<file path="config.mk">
export PLATFORM = sky130hd
export DESIGN_NAME = rng_repeat_guard
export DESIGN_NICKNAME = d
export VERILOG_FILES = /design/src/rtl/rb_pkg.sv /design/src/rtl/rb_store.sv /design/src/rtl/rb_ctrl.sv /design/src/rtl/rng_repeat_guard.sv
export SDC_FILE = /design/constraint.sdc
export NUM_CORES = 2
export LEC_CHECK = 0
export ABC_AREA = 0
export BUFFER_PORTS_ARGS = -buffer_cell sky130_fd_sc_hd__buf_2
export CAP_MARGIN = 15
export CORE_ASPECT_RATIO = 1.1
export CORE_MARGIN = 2
export CORE_UTILIZATION = 45
export DETAILED_ROUTE_END_ITERATION = 10
export HOLD_SLACK_MARGIN = 0.15
export PLACE_DENSITY = 0.69
export SYNTH_ARGS = -nofsm -noshare
export SYNTH_HDL_FRONTEND = slang
export SYNTH_SLANG_ARGS = --single-unit
</file>
<file path="constraint.sdc">
create_clock -name clk -period 4.2 [get_ports clk]
set_input_delay 0.63 -clock clk [delete_from_list [all_inputs] [get_ports clk]]
set_output_delay 0.63 -clock clk [all_outputs]
set_load 0.1 [all_outputs]
</file>
<file path="src/rtl/rb_pkg.sv">
package rb_pkg;
  typedef enum logic [1:0] {
    ST_SEED  = 2'd0,
    ST_CHECK = 2'd1,
    ST_DRAIN = 2'd2,
    ST_HALT  = 2'd3
  } rb_state_e;
endpackage

</file>
<file path="src/rtl/rb_store.sv">
// Two-bank block store: one write port, two asynchronous read ports.
module rb_store #(
  parameter int W  = 8,
  parameter int AW = 8
) (
  input  logic          clk,
  input  logic          we,
  input  logic [AW-1:0] waddr,
  input  logic [W-1:0]  wdata,
  input  logic [AW-1:0] raddr_a,
  output logic [W-1:0]  rdata_a,
  input  logic [AW-1:0] raddr_b,
  output logic [W-1:0]  rdata_b
);
  localparam int DEPTH = 1 << AW;

  logic [W-1:0] mem [DEPTH];

  always_ff @(posedge clk) begin
    if (we) mem[waddr] <= wdata;
  end

  assign rdata_a = mem[raddr_a];
  assign rdata_b = mem[raddr_b];
endmodule

</file>
<file path="src/rtl/rb_ctrl.sv">
module rb_ctrl
  import rb_pkg::*;
#(
  parameter int W         = 8,
  parameter int BLK_BYTES = 72,
  parameter int IW        = $clog2(BLK_BYTES),
  parameter int AW        = IW + 1
) (
  input  logic          clk,
  input  logic          rst,
  input  logic          clr,
  input  logic          in_valid,
  input  logic [W-1:0]  in_data,
  output logic          in_ready,
  output logic          wr_en,
  output logic [AW-1:0] wr_addr,
  output logic [AW-1:0] cmp_addr,
  input  logic [W-1:0]  cmp_byte,
  output logic [AW-1:0] rd_addr,
  input  logic [W-1:0]  rd_byte,
  output logic          out_valid,
  output logic [W-1:0]  out_data,
  input  logic          out_ready,
  output logic          fail
);
  localparam logic [IW-1:0] LAST = IW'(BLK_BYTES - 1);

  rb_state_e     state_q;
  logic          bank_q;     // bank holding the reference block
  logic [IW-1:0] idx_q;      // write position within incoming block
  logic [IW-1:0] rd_idx_q;   // read position during drain
  logic          rd_done_q;
  logic          diff_q;     // running mismatch flag
  logic          accept, last_in, blk_diff, load;

  assign in_ready = (state_q == ST_SEED) || (state_q == ST_CHECK);
  assign accept   = in_valid && in_ready;
  assign last_in  = (idx_q == LAST);
  assign blk_diff = diff_q || (in_data != cmp_byte);
  assign load     = !out_valid || out_ready;

  assign wr_en    = accept;
  assign wr_addr  = {~bank_q, idx_q};
  assign cmp_addr = {bank_q, idx_q};
  assign rd_addr  = {bank_q, rd_idx_q};

  always_ff @(posedge clk) begin
    if (rst || clr) begin
      state_q   <= ST_SEED;
      bank_q    <= 1'b0;
      idx_q     <= '0;
      rd_idx_q  <= '0;
      rd_done_q <= 1'b0;
      diff_q    <= 1'b0;
      out_valid <= 1'b0;
      out_data  <= '0;
      fail      <= 1'b0;
    end else begin
      unique case (state_q)
        ST_SEED: if (accept) begin
          idx_q <= last_in ? '0 : idx_q + 1'b1;
          if (last_in) begin
            bank_q  <= ~bank_q;
            state_q <= ST_CHECK;
          end
        end
        ST_CHECK: if (accept) begin
          idx_q  <= last_in ? '0 : idx_q + 1'b1;
          diff_q <= last_in ? 1'b0 : blk_diff;
          if (last_in) begin
            if (blk_diff) begin
              bank_q    <= ~bank_q;
              rd_idx_q  <= '0;
              rd_done_q <= 1'b0;
              state_q   <= ST_DRAIN;
            end else begin
              fail    <= 1'b1;
              state_q <= ST_HALT;
            end
          end
        end
        ST_DRAIN: if (load) begin
          if (!rd_done_q) begin
            out_valid <= 1'b1;
            out_data  <= rd_byte;
            if (rd_idx_q == LAST) rd_done_q <= 1'b1;
            else                  rd_idx_q  <= rd_idx_q + 1'b1;
          end else begin
            out_valid <= 1'b0;
            state_q   <= ST_CHECK;
          end
        end
        default: ;
      endcase
    end
  end


  fail_sticky_chk: assert property (@(posedge clk) disable iff (rst)
    fail && !clr |=> fail);

  fail_blocks_input_chk: assert property (@(posedge clk) disable iff (rst)
    fail |-> !in_ready);

  fail_no_output_chk: assert property (@(posedge clk) disable iff (rst)
    fail |-> !out_valid);

  clr_release_chk: assert property (@(posedge clk) disable iff (rst)
    clr |=> !fail && in_ready && !out_valid);

  drain_no_input_chk: assert property (@(posedge clk) disable iff (rst)
    out_valid |-> !in_ready);

  out_hold_chk: assert property (@(posedge clk) disable iff (rst)
    out_valid && !out_ready && !clr |=> out_valid && $stable(out_data));
endmodule

</file>
<file path="src/rtl/rng_repeat_guard.sv">
module rng_repeat_guard #(
  parameter int W         = 8,
  parameter int BLK_BYTES = 72
) (
  input  logic         clk,
  input  logic         rst,
  input  logic         clr,
  input  logic         in_valid,
  input  logic [W-1:0] in_data,
  output logic         in_ready,
  output logic         out_valid,
  output logic [W-1:0] out_data,
  input  logic         out_ready,
  output logic         fail
);
  localparam int IW = $clog2(BLK_BYTES);
  localparam int AW = IW + 1;

  logic          wr_en;
  logic [AW-1:0] wr_addr, cmp_addr, rd_addr;
  logic [W-1:0]  cmp_byte, rd_byte;

  rb_store #(.W(W), .AW(AW)) u_store (
    .clk     (clk),
    .we      (wr_en),
    .waddr   (wr_addr),
    .wdata   (in_data),
    .raddr_a (cmp_addr),
    .rdata_a (cmp_byte),
    .raddr_b (rd_addr),
    .rdata_b (rd_byte)
  );

  rb_ctrl #(.W(W), .BLK_BYTES(BLK_BYTES), .IW(IW), .AW(AW)) u_ctrl (
    .clk       (clk),
    .rst       (rst),
    .clr       (clr),
    .in_valid  (in_valid),
    .in_data   (in_data),
    .in_ready  (in_ready),
    .wr_en     (wr_en),
    .wr_addr   (wr_addr),
    .cmp_addr  (cmp_addr),
    .cmp_byte  (cmp_byte),
    .rd_addr   (rd_addr),
    .rd_byte   (rd_byte),
    .out_valid (out_valid),
    .out_data  (out_data),
    .out_ready (out_ready),
    .fail      (fail)
  );
endmodule

</file>
==> results.toml <==
[cts]
ctsRootBufferMaster = "clkbuf_16"
insertion_delay_ns = 0.89
cts_tree = "yes"
clk_pin_slew_ns = 0.07
numCtsBuffers = 208
clock_path_buffers = 3
clock_sink_count = 2077
htreeDepth = 4

[worst_setup_path]
crit_chain = "buf_4 -> nand3_1 -> nor2_1 -> o211ai_1 -> buf_4 -> nand4_1 -> a2111o_1 -> nor3_4 -> and3_1 -> o221ai_2 -> nor4_4 -> buf_6 -> and2_4 -> or4_4 -> a211oi_2"
startpoint_type = "register"
worstSetupEndpointType = "register"
path_max_fanout = 9
cpMostUsedCell = "buf_4"
slowest_delay_ns = 0.64
arrival_ns = 5.08
path_delay_family = "simple AND/OR/NAND/NOR gates"
crit_buf_inv = 3
critPathKind = "reg2reg"
slowest_stage = "nor2_1"
crit_required_ns = 4.99
r2r_slack_ns = -0.08

[timing]
hold_violations = 0
final-setup-viol-count = 4
max_freq_mhz = 234
worst_pin_slew_ns = 1.28
period_minus_slack_ns = 4.28
rsz0062_at_grt = "true"
report.final.slew_viol_count = 0
layout_setup_ws_ns = -0.0825
slew_headroom = 0.146
skew_ns = 0.0708
post-route-period-util = 1.02

[synthesis]
synth_top_flop_cell = "edfxtp_1"
async_reset_ff_frac = 0
syn_avg_cell_area_sq_um = 19.0
synth_cells = 5154
ys_seq_elements = 2077
yosys_warnings = 0
yosysTopAreaCell = "edfxtp_1"
netlist_area_sq_mm = 0.0980
synth_edf_count = 2048
synthTopCellsByCount = "edfxtp_1, mux4_2, mux2i_1"
synthTopCellsByArea = "edfxtp_1, mux4_2, mux2i_1"
ys_types = 72
yosysSeqAreaShare = 0.633
synth_top_area_frac = 0.627
synth_nets = 5175
yosysMostFrequentCell = "edfxtp_1"

[global_routing]
grt_pass1_vias = 59300
grt_max_degree = 182
antenna_found_initial = 20
grt_usage = 0.299
grt-ovfl-total = 0
grt_pass1_wl_um = 465000

[floorplan]
initial_core_util = 0.453
num_rows = 179
die_w_um = 449
die_y_um = 494
dieArea_sq_mm = 0.222
fp.coreArea_sq_mm = 0.216
io_pins = 24

[final_layout]
stdcell_area_sq_mm = 0.115
fin_nets = 5775
layout.cells.non_filler = 8830
fin_util = 0.529
drive_gt1_frac = 0.370
area_growth_pct = 16.8

[routing]
wl_per_cell_um = 38.2
finalWirelength_um = 337000
drc_errors = 0
num_vias = 60900
via_per_inst = 6.89
drt_iter0_drc = 10500
drt_pass1_iterations = 6
drtAntennaViolNets = 0

[power]
pwr-share-seq = 0.532
power_switching_mw = 9.15
power.leakage_nw = 34.7
pwr-share-clk = 0.438
p_comb_frac = 0.031
powerDensity_mw_per_mm2 = 374
vdd_drop_max_mv = 0.386
p_int_mw = 33.7
switching_share = 0.214
total_power_mw = 42.8

[placed_design]
placed_cells = 8385
place_area_sq_mm = 0.106
dp_hpwl_um = 231000
portBuffers = 23
globalplace.congestion = 1.01

[outcome]
status = "complete, but fails checks"
violations = "setup timing"

[worst_hold_path]
hold_class = "in2reg"

[flow_run]
maxCapViolations = 0
[registers in the layout (all words and copies together), names as in the netlist]
register / flops
u_ctrl.fail: 1
u_ctrl.bank_q: 1
u_ctrl.out_data: 8
u_store.mem: 2048
u_ctrl.rd_idx_q: 7
u_ctrl.state_q: 2
u_ctrl.idx_q: 7
u_ctrl.rd_done_q: 1
u_ctrl.out_valid: 1
u_ctrl.diff_q: 1
[area by class of cell]
| type | count | area [sq um] |
|---|---|---|
| fill | 16900 | 102000 |
| sequential | 2077 | 62100 |
| multi-input combinational | 2641 | 33900 |
| timing repair buffer | 812 | 7940 |
| clock buffer | 248 | 5400 |
| tap | 2896 | 3620 |
| clock inverter | 139 | 1430 |
| inverter | 14 | 57.6 |
| antenna | 3 | 7.51 |
[per-layer routing]
| metal | share of wire | up-vias | GRT usage | routed length [um] |
|---|---|---|---|---|
| li1 | - | 23200 | - | - |
| met1 | 0.34 | 31800 | 0.383 | 115000 |
| met2 | 0.46 | 4867 | 0.459 | 155000 |
| met3 | 0.13 | 941 | 0.0836 | 43900 |
| met4 | 0.069 | 28 | 0.176 | 23400 |
| met5 | 0.00055 | - | 0 | 187 |
[layout by cell type (no fill, tap or decap), drive strengths merged, types with 25 or more instances in the layout]
cell type     n
nor3         25
clkinv      107
edfxtp     2048
dfxtp        29
clkbuf      262
nand2       121
o21ai        31
mux2i       487
a21oi        81
a22oi       212
mux4        965
buf         793
nand3       105
mux2         33
nor2        324
[cells by family after synthesis]
| kind of cell | count (synthesis) | share of synthesized area |
|---|---|---|
| DFF | 2077 | 0.633 |
| muxes | 1485 | 0.276 |
| and+or+nand+nor | 675 | 0.0307 |
| AOI/OAI and AO/OA | 461 | 0.0335 |
| buffers and inverters | 437 | 0.0246 |
| xor gates and xnor gates | 11 | 0.000983 |
| adders and majority gates | 8 | 0.00102 |
[stage by stage]
| stage | setup slack (ns) | hold slack (ns) | TNS, ns |
|---|---|---|---|
| 6_report | -0.0825 | 0.217 | -0.294 |
| 5_1_grt | -0.0280 | 0.195 | -0.0350 |
| 4_1_cts | 0.00431 | 0.170 | 0 |
| 3_5_place_dp | -0.325 | 0.480 | -2.42 |
| 3_3_place_gp | -0.275 | 0.477 | -1.97 |
| 2_1_floorplan | 0.156 | 0.428 | 0 |
[worst paths after layout]
check,startpoint,endpoint,cells past startpoint
hold reg to reg,u_ctrl.out_data[7]$_SDFFE_PP0P_,u_ctrl.out_data[7]$_SDFFE_PP0P_,2
setup / recovery,u_ctrl.bank_q$_SDFFE_PP0P_,u_ctrl.rd_idx_q[3]$_SDFFE_PP0P_,15
hold / removal,rst,u_ctrl.out_data[3]$_SDFFE_PP0P_,5
setup reg to reg,u_ctrl.bank_q$_SDFFE_PP0P_,u_ctrl.rd_idx_q[3]$_SDFFE_PP0P_,15
[tightest hold or removal path, delay by kind of cell]
family / cells / cell delay [ns]
buf+inv: 2 / 0.25
simple gates: 1 / 0.03
compound gates: 2 / 0.13
[repair_timing]
action / CTS / global route
pin swaps: 12 / 22
endpoints found under the hold margin: 35 / 0
buffers inserted: 16 / 25
setup endpoints to repair: 12 / 10
cloned: 3 / 7
hold buffers: 4 / 0
gates resized for setup: 50 / 55
[power groups by stage]
| stage | Sequential (mW) | Clock [mW] | Combinational (mW) |
|---|---|---|---|
| after floorplan | 23.2 | 0 | 0.492 |
| after global placement | 23.2 | 0 | 1.17 |
| after detailed placement | 23.2 | 0 | 1.20 |
| after CTS | 22.8 | 18.8 | 1.24 |
| after global routing | 22.8 | 19.6 | 1.34 |
| final | 22.8 | 18.8 | 1.31 |
(Power assumes the default switching activity.)
